### src/rtl/evt_timer_pkg.sv
package evt_timer_pkg;
  typedef enum logic [1:0] {
    REG_CTRL = 2'd0,
    REG_LO   = 2'd1,
    REG_HI   = 2'd2,
    REG_NONE = 2'd3
  } reg_sel_e;

  typedef struct packed {
    logic       spare;
    logic       ovf;
    logic       wide;
    logic [1:0] psel;
    logic       unsync;
    logic       ext_sel;
    logic       run_en;
  } ctrl_t;
endpackage

### src/rtl/evt_timer_src.sv
module evt_timer_src #(
  parameter int unsigned TICK_DIV = 4,
  parameter int unsigned SYNC_LEN = 2
) (
  input  logic clk_i,
  input  logic rst_ni,
  input  logic sleep_i,
  input  logic ext_i,
  input  logic run_en_i,
  input  logic ext_sel_i,
  input  logic unsync_i,
  output logic pulse_o
);
  localparam int unsigned TW = (TICK_DIV > 1) ? $clog2(TICK_DIV) : 1;
  localparam int unsigned SW = SYNC_LEN + 1;

  logic [TW-1:0] ph_q;
  logic [SW-1:0] sy_q;
  logic          as_q;
  logic          tick, sync_edge, as_edge;

  always_ff @(posedge clk_i or negedge rst_ni) begin
    if (!rst_ni)                         ph_q <= '0;
    else if (ph_q == TW'(TICK_DIV - 1))  ph_q <= '0;
    else                                 ph_q <= ph_q + 1'b1;
  end

  // synchronizer chain plus one edge-detect stage, held idle in sleep
  always_ff @(posedge clk_i or negedge rst_ni) begin
    if (!rst_ni)      sy_q <= '0;
    else if (sleep_i) sy_q <= '0;
    else              sy_q <= {sy_q[SW-2:0], ext_i};
  end

  always_ff @(posedge clk_i or negedge rst_ni) begin
    if (!rst_ni) as_q <= 1'b0;
    else         as_q <= ext_i;
  end

  assign tick      = (ph_q == TW'(TICK_DIV - 1)) && !sleep_i;
  assign sync_edge = sy_q[SW-2] & ~sy_q[SW-1];
  assign as_edge   = ext_i & ~as_q;

  always_comb begin
    if (!run_en_i)      pulse_o = 1'b0;
    else if (!ext_sel_i) pulse_o = tick;
    else if (unsync_i)  pulse_o = as_edge;
    else                pulse_o = sync_edge;
  end
endmodule

### src/rtl/evt_timer_presc.sv
module evt_timer_presc #(
  parameter int unsigned PS_W = 2
) (
  input  logic            clk_i,
  input  logic            rst_ni,
  input  logic            clr_i,
  input  logic [PS_W-1:0] psel_i,
  input  logic            pulse_i,
  output logic            inc_o
);
  localparam int unsigned DW = (1 << PS_W) - 1;

  logic [DW-1:0] div_q;
  logic [DW-1:0] mask;

  assign mask  = ~({DW{1'b1}} << psel_i);
  assign inc_o = pulse_i && ((div_q & mask) == mask);

  always_ff @(posedge clk_i or negedge rst_ni) begin
    if (!rst_ni)      div_q <= '0;
    else if (clr_i)   div_q <= '0;
    else if (pulse_i) div_q <= div_q + 1'b1;
  end
endmodule

### src/rtl/evt_timer_core.sv
module evt_timer_core #(
  parameter int unsigned DATA_W = 8,
  localparam int unsigned CNT_W = 2 * DATA_W
) (
  input  logic              clk_i,
  input  logic              rst_ni,
  input  logic              wide_i,
  input  logic              wr_lo_i,
  input  logic              wr_hi_i,
  input  logic              rd_lo_i,
  input  logic [DATA_W-1:0] wdata_i,
  input  logic              clr_i,
  input  logic              inc_i,
  input  logic              flag_clr_i,
  output logic [CNT_W-1:0]  cnt_o,
  output logic [DATA_W-1:0] hi_buf_o,
  output logic              flag_o
);
  logic [CNT_W-1:0]  cnt_q;
  logic [DATA_W-1:0] buf_q;
  logic              flag_q;
  logic              hi_live_wr, any_wr, wrap;

  assign hi_live_wr = wr_hi_i && !wide_i;
  assign any_wr     = wr_lo_i || hi_live_wr;
  assign wrap       = inc_i && (cnt_q == {CNT_W{1'b1}}) && !any_wr && !clr_i;

  always_ff @(posedge clk_i or negedge rst_ni) begin
    if (!rst_ni)         cnt_q <= '0;
    else if (wr_lo_i)    cnt_q <= wide_i ? {buf_q, wdata_i} : {cnt_q[CNT_W-1:DATA_W], wdata_i};
    else if (hi_live_wr) cnt_q <= {wdata_i, cnt_q[DATA_W-1:0]};
    else if (clr_i)      cnt_q <= '0;
    else if (inc_i)      cnt_q <= cnt_q + 1'b1;
  end

  always_ff @(posedge clk_i or negedge rst_ni) begin
    if (!rst_ni)                  buf_q <= '0;
    else if (wide_i && wr_hi_i)   buf_q <= wdata_i;
    else if (wide_i && rd_lo_i)   buf_q <= cnt_q[CNT_W-1:DATA_W];
  end

  always_ff @(posedge clk_i or negedge rst_ni) begin
    if (!rst_ni)         flag_q <= 1'b0;
    else if (wrap)       flag_q <= 1'b1;
    else if (flag_clr_i) flag_q <= 1'b0;
  end

  assign cnt_o    = cnt_q;
  assign hi_buf_o = buf_q;
  assign flag_o   = flag_q;
endmodule

### src/rtl/evt_timer16.sv
module evt_timer16
  import evt_timer_pkg::*;
#(
  parameter int unsigned DATA_W   = 8,
  parameter int unsigned TICK_DIV = 4,
  parameter int unsigned SYNC_LEN = 2,
  localparam int unsigned CNT_W   = 2 * DATA_W
) (
  input  logic              clk_i,
  input  logic              rst_ni,
  input  logic              sleep_i,
  input  logic              ext_i,
  input  logic              clr_i,
  input  logic [1:0]        addr_i,
  input  logic              we_i,
  input  logic              re_i,
  input  logic [DATA_W-1:0] wdata_i,
  output logic [DATA_W-1:0] rdata_o,
  output logic              irq_o
);
  ctrl_t             wctrl, rctrl;
  logic              run_en_q, ext_sel_q, unsync_q, wide_q, spare_q;
  logic [1:0]        psel_q;
  logic              wr_ctrl, wr_lo, wr_hi, rd_lo, flag_clr;
  logic              src_pulse, inc;
  logic [CNT_W-1:0]  cnt;
  logic [DATA_W-1:0] hi_buf;
  logic              flag;

  assign wctrl    = ctrl_t'(wdata_i[7:0]);
  assign wr_ctrl  = we_i && (addr_i == REG_CTRL);
  assign wr_lo    = we_i && (addr_i == REG_LO);
  assign wr_hi    = we_i && (addr_i == REG_HI);
  assign rd_lo    = re_i && (addr_i == REG_LO);
  assign flag_clr = wr_ctrl && !wctrl.ovf;

  always_ff @(posedge clk_i or negedge rst_ni) begin
    if (!rst_ni) begin
      run_en_q  <= 1'b0;
      ext_sel_q <= 1'b0;
      unsync_q  <= 1'b0;
      psel_q    <= '0;
      wide_q    <= 1'b0;
      spare_q   <= 1'b0;
    end else if (wr_ctrl) begin
      run_en_q  <= wctrl.run_en;
      ext_sel_q <= wctrl.ext_sel;
      unsync_q  <= wctrl.unsync;
      psel_q    <= wctrl.psel;
      wide_q    <= wctrl.wide;
      spare_q   <= wctrl.spare;
    end
  end

  evt_timer_src #(.TICK_DIV(TICK_DIV), .SYNC_LEN(SYNC_LEN)) u_src (
    .clk_i     (clk_i),
    .rst_ni    (rst_ni),
    .sleep_i   (sleep_i),
    .ext_i     (ext_i),
    .run_en_i  (run_en_q),
    .ext_sel_i (ext_sel_q),
    .unsync_i  (unsync_q),
    .pulse_o   (src_pulse)
  );

  evt_timer_presc #(.PS_W(2)) u_presc (
    .clk_i   (clk_i),
    .rst_ni  (rst_ni),
    .clr_i   (wr_lo || wr_hi),
    .psel_i  (psel_q),
    .pulse_i (src_pulse),
    .inc_o   (inc)
  );

  evt_timer_core #(.DATA_W(DATA_W)) u_core (
    .clk_i      (clk_i),
    .rst_ni     (rst_ni),
    .wide_i     (wide_q),
    .wr_lo_i    (wr_lo),
    .wr_hi_i    (wr_hi),
    .rd_lo_i    (rd_lo),
    .wdata_i    (wdata_i),
    .clr_i      (clr_i),
    .inc_i      (inc),
    .flag_clr_i (flag_clr),
    .cnt_o      (cnt),
    .hi_buf_o   (hi_buf),
    .flag_o     (flag)
  );

  always_comb begin
    rctrl = '{spare: spare_q, ovf: flag, wide: wide_q, psel: psel_q,
              unsync: unsync_q, ext_sel: ext_sel_q, run_en: run_en_q};
    rdata_o = '0;
    unique case (addr_i)
      REG_CTRL: rdata_o[7:0] = rctrl;
      REG_LO:   rdata_o      = cnt[DATA_W-1:0];
      REG_HI:   rdata_o      = wide_q ? hi_buf : cnt[CNT_W-1:DATA_W];
      default:  rdata_o      = '0;
    endcase
  end

  assign irq_o = flag;
endmodule

### config.mk
export PLATFORM = sky130hd
export DESIGN_NAME = evt_timer16
export DESIGN_NICKNAME = d
export VERILOG_FILES = /design/src/rtl/evt_timer_pkg.sv /design/src/rtl/evt_timer_src.sv /design/src/rtl/evt_timer_presc.sv /design/src/rtl/evt_timer_core.sv /design/src/rtl/evt_timer16.sv
export SDC_FILE = /design/constraint.sdc
export NUM_CORES = 1
export LEC_CHECK = 0
export ABC_CLOCK_PERIOD_IN_PS = 2650
export BUFFER_PORTS_ARGS = -buffer_cell sky130_fd_sc_hd__buf_2
export CAP_MARGIN = 10
export CORE_MARGIN = 4
export CORE_UTILIZATION = 40
export CTS_CLUSTER_SIZE = 30
export DETAILED_ROUTE_END_ITERATION = 6
export PLACE_DENSITY = 0.57
export SLEW_MARGIN = 40
export SYNTH_ARGS = -nofsm -noshare
export SYNTH_HDL_FRONTEND = slang
export SYNTH_SLANG_ARGS = --single-unit
### constraint.sdc
create_clock -name clk_i -period 2.65 [get_ports clk_i]
set_input_delay 0.1325 -clock clk_i [delete_from_list [all_inputs] [get_ports clk_i]]
set_output_delay 0.1325 -clock clk_i [all_outputs]
set_load 0.1 [all_outputs]
==> metrics.log <==
INFO  metric status = finished clean
INFO  metric synth.most_common_cell = sky130_fd_sc_hd__dfrtp_1
INFO  metric dpl.cell_count = 389
INFO  metric core-area = 6490 sq um
INFO  metric post_layout_nonfiller_instances = 399
INFO  metric routabilityCongestion = 0.880
INFO  metric synthTopCellsByArea = sky130_fd_sc_hd__dfrtp_1 (38%), sky130_fd_sc_hd__mux2i_1 (7.7%), sky130_fd_sc_hd__o21ai_0 (4.8%)
INFO  metric synth_enable_flop_cells = 0
INFO  metric post_route_cells_drive_above_1_share = 17.1%
INFO  metric crit_path_top_delay_cell = sky130_fd_sc_hd__dfrtp_1
INFO  metric synthAdderAreaFrac = 1.38%
INFO  metric finalCritPeriodShare = 78.3%
INFO  metric vias_per_cell = 6.30
INFO  metric num-fill-cells = 623
INFO  metric pin_count = 26
INFO  metric worst_r2r_startpoint = u_src.ph_q[0]
INFO  metric core.rowCount = 29
INFO  metric synth_flop_cell = sky130_fd_sc_hd__dfrtp_1
INFO  metric count_of_final_max_slew_check_failures = 0
INFO  metric clock.fmax = 482 MHz
INFO  metric yosysSeqAreaShare = 37.6%
INFO  metric ant_nets = 0
INFO  metric diodes = 0
INFO  metric critical_path.n_buffers_inverters = 0
INFO  metric hold_path_class = in -> reg
INFO  metric cp_depth = 6
INFO  metric largest_family_of_logic_cells_by_synthesized_area = compound AO/OA/AOI/OAI gates
INFO  metric ys.warnings.count = 0
INFO  metric synth_simple_gate_area_share = 19.4%
INFO  metric tritoncts = yes
INFO  metric numClockSinks = 41
INFO  metric wl = 7950 um
INFO  metric dr.pass1.iters = 5
INFO  metric synth.avg_cell_area = 9.16 sq um
INFO  metric synth.ff_latch_count = 41
INFO  metric crit_required = 2.84 ns
INFO  metric hold-path-cell-count = 2
INFO  metric synth_area = 2730 sq um
INFO  metric synth_top_cells_by_count = sky130_fd_sc_hd__dfrtp_1 (41), sky130_fd_sc_hd__nor2_1 (27), sky130_fd_sc_hd__o21ai_0 (26)
INFO  metric net_count_final = 341
INFO  metric post-dp-hpwl = 5640 um
INFO  metric grt_util_met2 = 29.6%
INFO  metric power_per_cell_area = 724 nW/um^2
INFO  metric cpPeakStageDelay = 0.39 ns
INFO  metric fin_crit = 2.08 ns
INFO  metric clockBufferDepth = 2
INFO  metric timing_hold_violations_final = 0
INFO  metric synth.distinct_cells = 59
INFO  metric mappedNetlistNets = 318
INFO  metric cts.root.buffer_cell = sky130_fd_sc_hd__clkbuf_8
INFO  metric clkLatencyLatePin = 0.30 ns
INFO  metric route.detailed.wl_per_inst = 19.9 um
INFO  metric unrepaired_setup_endpoints_after_global_routing = false
INFO  metric reg2reg_to = u_core.cnt_o[0]
INFO  metric synth_xor_xnor_area_share = 0.642%
INFO  metric p_leak = 1.33 nW
INFO  metric wire_length_of_the_first_global_routing_pass = 13000 um
INFO  metric max-cap-violations = 0
INFO  metric timing.critical_path.from_type = register
INFO  metric grtUsageMet3 = 3.83%
INFO  metric grt_antenna_before_repair = 0
INFO  metric setup_viol = 0
INFO  metric ff2ff_path_depth = 6
INFO  metric gr-max-usage-layer = met2
INFO  metric timing.critical_path.max_delay_family = compound AO/OA/AOI/OAI gates
INFO  metric portBuffers = 25
INFO  metric vdd.ir_drop.worst = 0.000520 V
INFO  metric fin_worst_skew = 0.00671 ns
INFO  metric synthMuxAreaShare = 11.4%
INFO  metric overflow_left_after_global_routing = 0
INFO  metric gr-usage-met1 = 28.8%
INFO  metric setup.worst_path.start = u_src.ph_q[0]
INFO  metric cp-end-kind = register
INFO  metric initial_core_util = 42.0%
INFO  metric routed-via-count = 2514
INFO  metric die_h = 90.6 um
INFO  metric crit_type = reg -> reg
INFO  metric crit_path_cell_trace = ha_1, nor2b_1, o21a_1, a41oi_2, nand2b_1, mux2_1
INFO  metric synth_top_area_share = 37.6%
INFO  metric tritoncts.num_buffers = 5
INFO  metric worstPathMaxFanout = 8
INFO  metric drt_iter0_markers = 194
INFO  metric floorplan.die.width = 90.6 um
INFO  metric reg2reg_slack = 0.57 ns
INFO  metric cts_max_level = 2
INFO  metric number_of_global_route_vias_before_repair = 2399
INFO  metric worst-endpoint-arrival = 2.26 ns
INFO  metric yosysTopAreaCell = sky130_fd_sc_hd__dfrtp_1
INFO  metric synth_compound_gate_area_share = 25.7%
INFO  metric worst_pin_slew = 0.817 ns
INFO  metric die_area = 8210 sq um
INFO  metric relSlewSlack = 45.3%
INFO  metric postSynthCellCount = 298
INFO  metric globalRouteTotalUtil = 19.9%
INFO  metric endpoint = u_core.cnt_o[0]
INFO  metric post-cts-setup-buffers = 0
INFO  metric proportion_of_register_bits_with_asynchronous_set_or_reset_after_synthesis = 100%
INFO  metric drt_drc_violations_left = 0
INFO  metric syn_to_final_growth = 12.0%
INFO  metric grt_max_degree = 42
INFO  metric final.setup.tns = 0 ns
INFO  metric cts.reportedPaths.clkPinSlew = 0.08 ns
per-layer routing:
| metal | share of wire [%] | routed length (um) | vias up |
|---|---|---|---|
| li1 | - | - | 1163 |
| met1 | 49 | 3910 | 1231 |
| met2 | 43 | 3420 | 106 |
| met3 | 5.6 | 442 | 14 |
| met4 | 2.1 | 167 | 0 |
| met5 | 0 | 0 | - |
cells by family after synthesis:
group / count (synthesis)
mux: 30
flops: 41
buf+inv: 25
fa+ha+maj: 3
compound gates: 99
xor+xnor: 2
simple gates: 98
layout make-up:
type	instances	area (sq um)	share of cell area, %
clock inverters	2	38.8	1.27
inverters	9	33.8	1.11
repair buffers	32	185	6.06
multi-input cells	232	1600	52.5
well taps	77	96.3	3.15
flip-flops and latches	41	1030	33.6
clock buffers	6	72.6	2.38
sequential cells by signal, indices dropped and copies added, names as in the netlist:
name / flops
wide_q: 1
u_core.cnt_o: 16
u_core.flag_o: 1
u_src.ph_q: 2
spare_q: 1
u_presc.div_q: 3
u_core.hi_buf_o: 8
u_src.sy_q: 3
u_src.as_q: 1
unsync_q: 1
ext_sel_q: 1
psel_q: 2
run_en_q: 1
what timing repair did:
item,CTS,global route
hold buffers,2,0
hold endpoints to repair,42,0
gates resized for setup,0,0
worst min-delay path by stage:
stage                  from          endpoint  slack [ns]
finish              sleep_i     u_src.sy_q[1]        0.02
floorplan            rst_ni         ext_sel_q       -0.16
global route        sleep_i     u_src.sy_q[2]        0.02
detailed placement   rst_ni  u_presc.div_q[1]        0.16
global placement      ext_i        u_src.as_q        0.27
CTS                 sleep_i     u_src.sy_q[1]        0.01
cells in the final DEF, fill, tap and decap left out, types with 2 or more instances in the layout:
cell                            instances
sky130_fd_sc_hd__a221oi_1               2
sky130_fd_sc_hd__clkbuf_8               5
sky130_fd_sc_hd__o211a_1                2
sky130_fd_sc_hd__mux2i_1               21
sky130_fd_sc_hd__a32o_1                 2
sky130_fd_sc_hd__nand2_1               15
sky130_fd_sc_hd__and2_1                 3
sky130_fd_sc_hd__o22ai_1               10
sky130_fd_sc_hd__nand3_1               10
sky130_fd_sc_hd__nand3b_1               3
sky130_fd_sc_hd__nor3_1                 6
sky130_fd_sc_hd__inv_1                  9
sky130_fd_sc_hd__o21ai_0               26
sky130_fd_sc_hd__buf_4                  6
sky130_fd_sc_hd__dlygate4sd3_1          2
sky130_fd_sc_hd__o21a_1                 3
sky130_fd_sc_hd__nand4_1                5
sky130_fd_sc_hd__a21oi_1               17
sky130_fd_sc_hd__dfrtp_1               41
sky130_fd_sc_hd__mux2_1                 2
sky130_fd_sc_hd__a31oi_1                2
sky130_fd_sc_hd__and3_1                 3
sky130_fd_sc_hd__ha_1                   3
sky130_fd_sc_hd__nor2b_1                8
sky130_fd_sc_hd__a32oi_1                6
sky130_fd_sc_hd__mux2_2                 7
sky130_fd_sc_hd__nand2b_1               4
sky130_fd_sc_hd__o21ai_1                7
sky130_fd_sc_hd__nor2_1                27
sky130_fd_sc_hd__o31ai_1                9
sky130_fd_sc_hd__buf_2                 24
through the flow:
stage / hold slack [ns] / util (%) / cell area, sq um / worst slack [ns] / power, mW
2_1_floorplan: -0.163 / - / 2740 / 0.00649 / 1.50
3_3_place_gp: 0.270 / 45.0 / 2920 / 0.651 / 1.70
3_5_place_dp: 0.157 / 45.0 / 2920 / 0.624 / 1.70
4_1_cts: 0.0140 / 47.0 / 3060 / 0.591 / 2.22
5_1_grt: 0.0212 / 47.0 / 3060 / 0.466 / 2.35
6_report: 0.0214 / 47.0 / 3060 / 0.574 / 2.21
power breakdown:
group	switching, mW	leakage, nW	internal, mW
clock network	0.230	0.0554	0.283
registers	0.189	0.519	0.759
logic	0.493	0.751	0.257
total	0.913	1.33	1.30
Power figures use the tool's default switching activity.
